`config.mk`:
```
export PLATFORM = sky130hd
export DESIGN_NAME = bank_timing_ctrl
export DESIGN_NICKNAME = d
export VERILOG_FILES = /design/src/rtl/bank_timing_pkg.sv /design/src/rtl/bank_timing_ctl.sv /design/src/rtl/bank_timing_dp.sv /design/src/rtl/bank_timing_ctrl.sv
export SDC_FILE = /design/constraint.sdc
export NUM_CORES = 1
export LEC_CHECK = 0
export CORE_MARGIN = 10
export CORE_UTILIZATION = 30
export CTS_CLUSTER_SIZE = 30
export DETAILED_ROUTE_END_ITERATION = 12
export GPL_TIMING_DRIVEN = 0
export SYNTH_ARGS = -nofsm -noshare
export SYNTH_HDL_FRONTEND = slang
export SYNTH_SLANG_ARGS = --single-unit
export TNS_END_PERCENT = 10
```
`constraint.sdc`:
```
create_clock -name clk -period 2.7 [get_ports clk]
set_clock_uncertainty 0.1 [all_clocks]
set_input_delay 0.54 -clock clk [delete_from_list [all_inputs] [get_ports clk]]
set_output_delay 0.54 -clock clk [all_outputs]
set_load 0.01 [all_outputs]
```
`src/rtl/bank_timing_pkg.sv`:
```
package bank_timing_pkg;

  localparam int NUM_BANKS = 4;
  localparam int BANK_W    = 2;
  localparam int ROW_W     = 13;
  localparam int COL_W     = 10;
  localparam int AP_W      = 5;   // holds WL + BL/2 up to 7 + 4

  localparam logic [2:0] OP_NOP   = 3'd0;
  localparam logic [2:0] OP_ACT   = 3'd1;
  localparam logic [2:0] OP_READ  = 3'd2;
  localparam logic [2:0] OP_WRITE = 3'd3;
  localparam logic [2:0] OP_PRE   = 3'd4;
  localparam logic [2:0] OP_REF   = 3'd5;

  // strobes from control to datapath, one-hot per bank where applicable
  typedef struct packed {
    logic [NUM_BANKS-1:0] act;
    logic [NUM_BANKS-1:0] pre;
    logic [NUM_BANKS-1:0] col;
    logic                 autoPre;
    logic [AP_W-1:0]      apDelay;
    logic                 refresh;
  } strobe_t;

  // bank state seen by control
  typedef struct packed {
    logic [NUM_BANKS-1:0] open;
    logic [NUM_BANKS-1:0] rcdDone;
    logic [NUM_BANKS-1:0] rpDone;
    logic [NUM_BANKS-1:0] rcDone;
    logic [NUM_BANKS-1:0] apPend;
  } bank_status_t;

  function automatic int nsToCycles(longint ns, longint periodPs);
    return int'((ns * 64'd1000 + periodPs - 64'd1) / periodPs);
  endfunction

endpackage

```
`src/rtl/bank_timing_ctl.sv`:
```
module bank_timing_ctl
  import bank_timing_pkg::*;
(
  input  logic              clk,
  input  logic              rstN,
  input  logic              cmdValid,
  input  logic [2:0]        cmdOp,
  input  logic [BANK_W-1:0] cmdBank,
  input  logic              cmdAutoPre,
  input  logic [2:0]        modeCl,
  input  logic [2:0]        modeAl,
  input  logic              modeBurst8,
  input  bank_status_t      status,
  output strobe_t           stb,
  output logic              cmdAccept,
  output logic              cmdViolation,
  output logic [3:0]        readLatency,
  output logic [3:0]        writeLatency
);

  logic [NUM_BANKS-1:0] bankSel;
  logic                 modeOk;
  logic                 isCmd;
  logic                 legal;
  logic                 fire;
  logic [AP_W-1:0]      burstHalf;

  always_comb begin
    readLatency  = {1'b0, modeAl} + {1'b0, modeCl};
    writeLatency = readLatency - 4'd1;
    modeOk       = ((modeCl == 3'd3) || (modeCl == 3'd4)) && (modeAl <= 3'd4);
    burstHalf    = modeBurst8 ? AP_W'(4) : AP_W'(2);
  end

  always_comb begin
    bankSel          = '0;
    bankSel[cmdBank] = 1'b1;
    legal            = 1'b0;
    case (cmdOp)
      OP_ACT:   legal = !status.open[cmdBank] && status.rpDone[cmdBank]
                        && status.rcDone[cmdBank];
      OP_READ,
      OP_WRITE: legal = status.open[cmdBank] && status.rcdDone[cmdBank]
                        && !status.apPend[cmdBank] && modeOk;
      OP_PRE:   legal = !status.apPend[cmdBank];
      OP_REF:   legal = (status.open == '0) && (&status.rpDone)
                        && (status.apPend == '0);
      default:  legal = 1'b0;
    endcase
    isCmd = cmdValid && (cmdOp != OP_NOP);
    fire  = isCmd && legal;
  end

  always_comb begin
    stb         = '0;
    stb.autoPre = cmdAutoPre;
    stb.apDelay = ((cmdOp == OP_WRITE) ? {1'b0, writeLatency} : {2'b00, modeAl})
                  + burstHalf;
    if (fire) begin
      if (cmdOp == OP_ACT) stb.act = bankSel;
      if (cmdOp == OP_PRE) stb.pre = bankSel;
      if (cmdOp == OP_READ || cmdOp == OP_WRITE) stb.col = bankSel;
      if (cmdOp == OP_REF) stb.refresh = 1'b1;
    end
  end

  always_ff @(posedge clk or negedge rstN) begin
    if (!rstN) begin
      cmdAccept    <= 1'b0;
      cmdViolation <= 1'b0;
    end else begin
      cmdAccept    <= fire;
      cmdViolation <= isCmd && !legal;
    end
  end

  a_r9_one_outcome: assert property (@(posedge clk) disable iff (!rstN)
    (cmdValid && cmdOp != OP_NOP) |=> (cmdAccept != cmdViolation));

  a_r9_quiet_when_idle: assert property (@(posedge clk) disable iff (!rstN)
    (!cmdValid || cmdOp == OP_NOP) |=> (!cmdAccept && !cmdViolation));

endmodule

```
`src/rtl/bank_timing_dp.sv`:
```
module bank_timing_dp
  import bank_timing_pkg::*;
#(
  parameter int RCD_CYC  = 3,
  parameter int RP_CYC   = 3,
  parameter int RC_CYC   = 12,
  parameter int REFI_CYC = 1562
) (
  input  logic              clk,
  input  logic              rstN,
  input  strobe_t           stb,
  input  logic [BANK_W-1:0] cmdBank,
  input  logic [ROW_W-1:0]  cmdRow,
  input  logic [COL_W-1:0]  cmdCol,
  output bank_status_t      status,
  output logic [NUM_BANKS-1:0] bankOpen,
  output logic [NUM_BANKS-1:0] autoPreFire,
  output logic [ROW_W-1:0]  colRow,
  output logic [COL_W-1:0]  colAddr,
  output logic              refreshDue,
  output logic [ROW_W-1:0]  refreshRow
);

  localparam int MAX_T = (RC_CYC > RP_CYC)
                         ? ((RC_CYC > RCD_CYC) ? RC_CYC : RCD_CYC)
                         : ((RP_CYC > RCD_CYC) ? RP_CYC : RCD_CYC);
  localparam int CNT_W = $clog2(MAX_T + 1);
  localparam int REF_W = $clog2(REFI_CYC);

  logic             openQ  [NUM_BANKS];
  logic [CNT_W-1:0] rcdCnt [NUM_BANKS];
  logic [CNT_W-1:0] rpCnt  [NUM_BANKS];
  logic [CNT_W-1:0] rcCnt  [NUM_BANKS];
  logic [AP_W-1:0]  apCnt  [NUM_BANKS];
  logic             apPend [NUM_BANKS];
  logic             apFire [NUM_BANKS];
  logic [ROW_W-1:0] rowQ   [NUM_BANKS];

  for (genvar b = 0; b < NUM_BANKS; b++) begin : g_bank
    logic closeNow;
    assign apFire[b] = apPend[b] && (apCnt[b] == '0);
    assign closeNow  = (stb.pre[b] && openQ[b]) || apFire[b];

    always_ff @(posedge clk or negedge rstN) begin
      if (!rstN) begin
        openQ[b]  <= 1'b0;
        rcdCnt[b] <= '0;
        rpCnt[b]  <= '0;
        rcCnt[b]  <= '0;
        apCnt[b]  <= '0;
        apPend[b] <= 1'b0;
        rowQ[b]   <= '0;
      end else begin
        if (stb.act[b]) begin
          openQ[b]  <= 1'b1;
          rowQ[b]   <= cmdRow;
          rcdCnt[b] <= CNT_W'(RCD_CYC - 1);
          rcCnt[b]  <= CNT_W'(RC_CYC - 1);
        end else begin
          if (closeNow) openQ[b] <= 1'b0;
          if (rcdCnt[b] != '0) rcdCnt[b] <= rcdCnt[b] - 1'b1;
          if (rcCnt[b] != '0)  rcCnt[b]  <= rcCnt[b] - 1'b1;
        end
        if (closeNow)             rpCnt[b] <= CNT_W'(RP_CYC - 1);
        else if (rpCnt[b] != '0)  rpCnt[b] <= rpCnt[b] - 1'b1;

        if (stb.col[b] && stb.autoPre) begin
          apPend[b] <= 1'b1;
          apCnt[b]  <= stb.apDelay - 1'b1;
        end else if (apFire[b]) begin
          apPend[b] <= 1'b0;
        end else if (apPend[b]) begin
          apCnt[b]  <= apCnt[b] - 1'b1;
        end
      end
    end

    a_r1_act_to_idle_bank: assert property (@(posedge clk) disable iff (!rstN)
      stb.act[b] |-> (!openQ[b] && rpCnt[b] == '0 && rcCnt[b] == '0));

    a_r2_col_after_rcd: assert property (@(posedge clk) disable iff (!rstN)
      stb.col[b] |-> (openQ[b] && rcdCnt[b] == '0 && !apPend[b]));

    a_r6_fire_closes_bank: assert property (@(posedge clk) disable iff (!rstN)
      apFire[b] |=> (!openQ[b] && rpCnt[b] != '0));
  end

  always_comb begin
    for (int b = 0; b < NUM_BANKS; b++) begin
      status.open[b]    = openQ[b];
      status.rcdDone[b] = (rcdCnt[b] == '0);
      status.rpDone[b]  = (rpCnt[b] == '0);
      status.rcDone[b]  = (rcCnt[b] == '0);
      status.apPend[b]  = apPend[b];
      bankOpen[b]       = openQ[b];
      autoPreFire[b]    = apFire[b];
    end
  end

  // last accepted column access
  always_ff @(posedge clk or negedge rstN) begin
    if (!rstN) begin
      colRow  <= '0;
      colAddr <= '0;
    end else if (stb.col != '0) begin
      colRow  <= rowQ[cmdBank];
      colAddr <= cmdCol;
    end
  end

  // refresh interval and row pointer
  logic [REF_W-1:0] refCnt;

  always_ff @(posedge clk or negedge rstN) begin
    if (!rstN) begin
      refCnt     <= '0;
      refreshDue <= 1'b0;
      refreshRow <= '0;
    end else begin
      if (stb.refresh) begin
        refreshDue <= 1'b0;
        refreshRow <= refreshRow + 1'b1;
      end
      if (refCnt == REF_W'(REFI_CYC - 1)) begin
        refCnt     <= '0;
        refreshDue <= 1'b1;
      end else begin
        refCnt <= refCnt + 1'b1;
      end
    end
  end

  a_r7_refresh_all_idle: assert property (@(posedge clk) disable iff (!rstN)
    stb.refresh |-> (bankOpen == '0));

  a_r7_row_step: assert property (@(posedge clk) disable iff (!rstN)
    stb.refresh |=> (refreshRow == $past(refreshRow) + ROW_W'(1)));

endmodule

```
`src/rtl/bank_timing_ctrl.sv`:
```
module bank_timing_ctrl
  import bank_timing_pkg::*;
#(
  parameter int CLK_PERIOD_PS = 5000,
  parameter int T_RCD_NS      = 15,
  parameter int T_RP_NS       = 15,
  parameter int T_RC_NS       = 60,
  parameter longint REF_WINDOW_NS = 64_000_000
) (
  input  logic              clk,
  input  logic              rstN,
  input  logic              cmdValid,
  input  logic [2:0]        cmdOp,
  input  logic [1:0]        cmdBank,
  input  logic [12:0]       cmdRow,
  input  logic [9:0]        cmdCol,
  input  logic              cmdAutoPre,
  input  logic [2:0]        modeCl,
  input  logic [2:0]        modeAl,
  input  logic              modeBurst8,
  output logic              cmdAccept,
  output logic              cmdViolation,
  output logic [3:0]        readLatency,
  output logic [3:0]        writeLatency,
  output logic [3:0]        bankOpen,
  output logic [3:0]        autoPreFire,
  output logic [12:0]       colRow,
  output logic [9:0]        colAddr,
  output logic              refreshDue,
  output logic [12:0]       refreshRow
);

  localparam int RCD_CYC  = nsToCycles(T_RCD_NS, CLK_PERIOD_PS);
  localparam int RP_CYC   = nsToCycles(T_RP_NS, CLK_PERIOD_PS);
  localparam int RC_CYC   = nsToCycles(T_RC_NS, CLK_PERIOD_PS);
  localparam longint REF_ROWS = longint'(1) << ROW_W;
  localparam int REFI_CYC = int'((REF_WINDOW_NS * 64'd1000)
                                 / (REF_ROWS * longint'(CLK_PERIOD_PS)));

  strobe_t      stb;
  bank_status_t status;

  bank_timing_ctl u_ctl (
    .clk          (clk),
    .rstN         (rstN),
    .cmdValid     (cmdValid),
    .cmdOp        (cmdOp),
    .cmdBank      (cmdBank),
    .cmdAutoPre   (cmdAutoPre),
    .modeCl       (modeCl),
    .modeAl       (modeAl),
    .modeBurst8   (modeBurst8),
    .status       (status),
    .stb          (stb),
    .cmdAccept    (cmdAccept),
    .cmdViolation (cmdViolation),
    .readLatency  (readLatency),
    .writeLatency (writeLatency)
  );

  bank_timing_dp #(
    .RCD_CYC  (RCD_CYC),
    .RP_CYC   (RP_CYC),
    .RC_CYC   (RC_CYC),
    .REFI_CYC (REFI_CYC)
  ) u_dp (
    .clk         (clk),
    .rstN        (rstN),
    .stb         (stb),
    .cmdBank     (cmdBank),
    .cmdRow      (cmdRow),
    .cmdCol      (cmdCol),
    .status      (status),
    .bankOpen    (bankOpen),
    .autoPreFire (autoPreFire),
    .colRow      (colRow),
    .colAddr     (colAddr),
    .refreshDue  (refreshDue),
    .refreshRow  (refreshRow)
  );

endmodule

```
; Yosys cells after proc, flatten, opt, wreduce, memory -nomap -nowiden
; Index checks and enable logic that the tools add are counted.
[word_totals]
in_bits = 39
word_cells = 249
register_bits = 178
output_inout_bits = 55
[op_classes]
n_eq_ne = 12
order_cmp = 4
n_bitwise = 1
muxes = 79
addsub = 22
reduce_logical = 96
[op_table]
columns = op, count
row1 = $mux 4, 28
row2 = $mux 5, 12
row3 = $logic_not 4->1, 14
row4 = $reduce_bool 4->1, 13
row5 = $sub 4x1->4 const B, 13
row6 = $reduce_bool 2->1, 25
row7 = $bmux 13 s2, 1
row8 = $mux 1, 26
row9 = $mux 13, 2
row10 = $sub 5x1->5 const B, 5
row11 = $logic_and 1x1->1, 24
row12 = $logic_not 5->1, 4
row13 = $add 13x1->13 const B, 1
row14 = $mux 12, 1
row15 = $add 11x1->11 const B, 1
row16 = $eq 11x11->1 const B, 1
row17 = $mux 11, 1
row18 = $bmux 1 s2, 5
row19 = $eq 3x2->1 const B, 3
row20 = $eq 3x3->1 const B, 3
row21 = $ne 2x2->1 const B, 4
row22 = $reduce_and 2->1, 4
row23 = $logic_or 1x1->1, 6
row24 = $add 5x5->5, 1
row25 = other kinds (14), 16

; Depth between registers and ports, before layout
[depth]
depth_word = 13
mapped_depth = 13
depth_no_buf = 13

; Cells and area by module
; From an unflattened synthesis, not the netlist that was laid out.
[unflattened]
cells_unflattened = 769
hier_area_um2 = 8978.6
[modules_own_cells]
columns = mod, seq_area_each_um2, area_per_inst_um2, n_inst, cells_each
row1 = bank_timing_dp, 4404.2, 8235.4, 1, 675
row2 = bank_timing_ctl, 50.0, 743.2, 1, 94

; Worst setup path after synthesis
; OpenSTA, ideal clock, no wires.
[synth_path]
kind = input -> register
from = in modeCl[0]
to = reg u_dp.apCnt[12] (netlist bit)
t_required_ps = 2474
slack_ps = -795
setup_ps = 126
stages = 10
n_path_buf = 0
arrival_time_ps = 3269
path_cell_list = ha_1 inv_1 fa_1 xnor2_1 xor2_1 mux2i_1 ha_1 fa_1 and3b_1 a221o_1
[synth_via]
word_cells_on_any_way = 18
cone_classes = 4 x add/sub / 3 x eq/ne / 4 x mux / 7 x reduce/logical
[synth_lines]
columns = item, line
row1 = start: declaration, bank_timing_ctrl.sv:18  ; input logic [2:0] modeCl,
row2 = $add 3x3->4, bank_timing_ctl.sv:29  ; readLatency = {1'b0, modeAl} + {1'b0, modeCl};
row3 = via readLatency[2], bank_timing_ctrl.sv:23  ; output logic [3:0] readLatency,
row4 = $sub 4x1->4, bank_timing_ctl.sv:30  ; writeLatency = readLatency - 4'd1;
row5 = via writeLatency[2], bank_timing_ctrl.sv:24  ; output logic [3:0] writeLatency,
row6 = $mux 4, bank_timing_ctl.sv:57  ; stb.apDelay = ((cmdOp == OP_WRITE) ? {1'b0, writeLatency} : {2'b00, modeAl})
row7 = $add 5x5->5, bank_timing_ctl.sv:58  ; + burstHalf;
row8 = $sub 5x1->5, bank_timing_dp.sv:69  ; apCnt[b] <= stb.apDelay - 1'b1;
row9 = $mux 5, bank_timing_dp.sv:67  ; if (stb.col[b] && stb.autoPre) begin
row10 = end signal: indexed assignment, bank_timing_dp.sv:69
row11 = end signal: indexed assignment, bank_timing_dp.sv:73  ; apCnt[b] <= apCnt[b] - 1'b1;
row12 = end: declaration, bank_timing_dp.sv:34  ; logic [AP_W-1:0] apCnt [NUM_BANKS];
; The timed path passes the listed nets, and every way through them passes these cells.
; A chain may end at the register's enable or synchronous reset.

; Worst setup path after layout
[layout_path]
from = in modeAl[0]
to = reg u_dp.apCnt[12] (netlist bit)
[layout_via]
elab_chain_len = 9
word_cells_on_any_way = 16
cone_classes = 4 x add/sub / 1 x order compare / 1 x eq/ne / 4 x mux / 6 x reduce/logical
[layout_lines]
columns = item, line
row1 = start: declaration, bank_timing_ctrl.sv:19  ; input logic [2:0] modeAl,
row2 = "parallel branches: the longest is 9 deep, another holds $add 5x5->5", -
; Several ways; the timed one is not identified.

==> key figures <==
Cells and area
  • Core Util, Final: 40.25%
  • Nets@finish: 998
  • Most frequent cells in the layout: dfrtp_1, clkdlybuf4s50_1, nand2_1
  • Area delta synth->final: 32.19%
  • Number of antenna cells inserted: 0
  • Layout cell share with drive strength beyond 1: 28.24%
  • Most common cell after layout, fill and taps aside: dfrtp_1

Worst setup path
  • Slowest cell on the critical path: fa_2
  • Worst Path Max Fanout: 3
  • Setup slack, reg-to-reg: -0.34 ns
  • CP Cell Sequence: buf_8 -> ha_4 -> inv_2 -> fa_2 -> ha_4 -> nor2_1 -> a21oi_1 -> ha_1 -> inv_1 -> ha_2 -> inv_2 -> fa_1 -> and3b_2 -> a221o_1
  • CP max stage delay: 0.60 ns
  • Crit path required time: 2.92 ns
  • CP endpoint kind: flip-flop
  • Crit Path Class: in -> reg
  • Crit start category: input port
  • Worst EP arrival: 3.41 ns

Floorplan
  • I/O pin cnt: 94
  • Die height: 193.7 µm
  • Die area: 37500 µm²
  • Initial core utilization: 30.45%
  • Core region area: 29720 µm²
  • DIE WIDTH: 193.7 µm
  • Cell row count: 63

Yosys
  • Register area share after synthesis: 49.23%
  • Number of synthesized flops with an enable pin: 0
  • Syn Inst Count: 765
  • Top FF cell, synth: dfrtp_1
  • Top cells by area, synth: dfrtp_1, mux2_2, ha_1
  • Synthesized area: 9047 µm²
  • Cell taking the most area after synthesis: dfrtp_1
  • Distinct cells, synth: 60
  • Syn_area_per_cell: 11.83 µm²
  • Synth warn: 0
  • Syn Nets: 841
  • Synth top area share: 49.23%
  • Asr flop ratio synth: 100.0%
  • Seq cells post-synth: 178

STA
  • Setup violators final: 127
  • Achievable Freq: 313.2 MHz
  • Final Cycle Share: 118.2%
  • Final Hold Violating Endpoints: 0
  • Worst-Margin Slew: 1.170 ns
  • Slew Limit Fails: 0
  • RSZ-0062 raised after global routing: true
  • Slew headroom: 21.32%
  • Final setup margin: -0.4926 ns
  • Final Critical Period: 3.193 ns

CTS
  • Clock Path Buffers: 2
  • TritonCTS clock tree: yes
  • Clock Latency Late Sink: 0.43 ns
  • CTS sink count: 178
  • H-tree lvl count: 4
  • Clock root buffer: clkbuf_16
  • Worst-path clk slew: 0.07 ns
  • Inserted Clock Buffers: 17

Routing
  • Drt first pass iters: 5
  • DRC viols: 0
  • Routed wire length: 21740 µm
  • Drt wl/cell: 16.41 µm
  • Antenna-violating nets left: 0
  • Vias: 6327
  • First DRT Iteration DRCs: 246
  • Vias/cell: 4.775

Global routing
  • Antenna violations before repair: 0
  • Vias in the first global route: 6380
  • First-pass GRT wire length: 35020 µm
  • Pin count of the biggest net entering global routing: 99
  • GRT Total Usage: 11.45%
  • Total congestion overflow: 0

Placement
  • DP HPWL: 14900 µm
  • Pre-CTS WS: -1.587 ns
  • Port-buffer cells: 91
  • GP Congestion: 0.8011

Run
  • Max-cap violations: 0

Status
  • Status: finished with violations
  • Failing checks: negative setup slack

Pwr
  • Pwr dens: 789.1 nW/µm²
  • Worst vdd ir: 469.9 µV
  • Leak: 5.489 nW

Min path
  • Hold WC Path Type: in -> async
==> cell families (layout without fill, tap and decap cells) <==
group / Yosys count / count (layout) / share of synthesized area [%]
flops: 178 / 178 / 49.23
xor+xnor: 52 / 52 / 5.034
fa+ha+maj: 37 / 37 / 5.283
mux: 112 / 112 / 16.01
compound gates: 71 / 71 / 5.670
buf+inv: 82 / 252 / 4.633
simple gates: 233 / 233 / 14.13
==> power breakdown <==
part           internal, W  switching, W  total [W]  leakage [nW]
sequential         0.00330      0.000529    0.00383          2.31
clock              0.00141       0.00110    0.00251         0.280
combinational      0.00169       0.00141    0.00310          2.89
==> state kept, by name (all words and copies together) (netlist names), 4 cells and up <==
register         flops
u_dp.rcdCnt         16
u_dp.status          4
u_dp.refreshRow     13
u_dp.rcCnt          16
u_dp.rowQ           52
u_dp.refCnt         11
u_dp.rpCnt          16
u_dp.bankOpen        4
u_dp.colAddr        10
u_dp.colRow         13
u_dp.apCnt          20
==> Yosys cell counts, types with 15 or more instances <==
| master | instances |
|---|---|
| nor2_1 | 45 |
| nand3_1 | 22 |
| mux2_1 | 21 |
| inv_1 | 53 |
| mux4_2 | 15 |
| xnor2_1 | 41 |
| dfrtp_1 | 178 |
| a21oi_1 | 15 |
| nor3_1 | 20 |
| mux2_2 | 47 |
| nand2_1 | 47 |
| mux2i_1 | 18 |
| ha_1 | 35 |
==> timing repair <==
item                                    in CTS  in global routing
gates cloned                                 0                  1
hold buffers                                 0                  0
endpoints found under the setup margin     173                164
pin swaps                                   18                 20
gates resized for setup                     81                 79
setup buffers                               25                 20
==> metrics by stage <==
step / total power [W] / setup TNS (ns) / instance area [µm²] / hold slack [ns] / std cells
after global placement: 0.006461 / -1381.01 / 10520 / 0.3666 / 1246
after global routing: 0.01013 / -46.66 / 11960 / 0.1044 / 1325
after detailed placement: 0.006559 / -180.87 / 10550 / 0.3789 / 1247
after CTS: 0.009340 / -29.23 / 11490 / 0.06078 / 1304
after floorplan: 0.005771 / -12.32 / 9119 / 0.1444 / 765
final: 0.009437 / -29.78 / 11960 / 0.03912 / 1325
==> layer usage <==
| layer | vias up | share of wire (%) | track usage (%) |
|---|---|---|---|
| li1 | 3001 | - | - |
| met1 | 3193 | 47 | 15.38 |
| met2 | 123 | 47 | 18.13 |
| met3 | 10 | 4.5 | 2.835 |
| met4 | 0 | 0.75 | 2.632 |
| met5 | - | 0 | 0 |
==> area by class of cell <==
type | instances | area [µm²]
fill | 2824 | 17760
multi-input combinational | 505 | 4599
sequential | 178 | 4454
timing repair buffer | 138 | 1323
tap | 390 | 488.0
clock buffer | 19 | 442.9
buffer | 29 | 305.3
inverter | 53 | 198.9
clock inverter | 13 | 148.9
==> path summary, 6_finish.rpt <==
| kind | start | cells past startpoint | to |
|---|---|---|---|
| max in group asynchronous | rstN | 2 | u_dp.refreshRow[6]$_DFFE_PN0P_ |
| min in group clk | u_dp.refreshRow[12]$_DFFE_PN0P_ | 1 | u_dp.refreshRow[12]$_DFFE_PN0P_ |
| hold / removal | rstN | 1 | u_dp.colRow[5]$_DFFE_PN0P_ |
| hold reg to reg | u_dp.refreshRow[12]$_DFFE_PN0P_ | 1 | u_dp.refreshRow[12]$_DFFE_PN0P_ |
| setup / recovery | modeAl[0] | 14 | u_dp.apCnt[12]$_DFFE_PN0P_ |
| setup reg to reg | u_dp.rcdCnt[12]$_DFFE_PN0P_ | 12 | u_dp.rowQ[26]$_DFFE_PN0P_ |
==> worst max-delay path: cells and delay by family <==
kind | cells | cell delay (ns)
adders and majority gates | 6 | 1.93
buffers and inverters | 4 | 0.22
and+or+nand+nor | 2 | 0.33
AOI/OAI and AO/OA | 2 | 0.40
No activity file was read; power rests on OpenSTA's default activity.
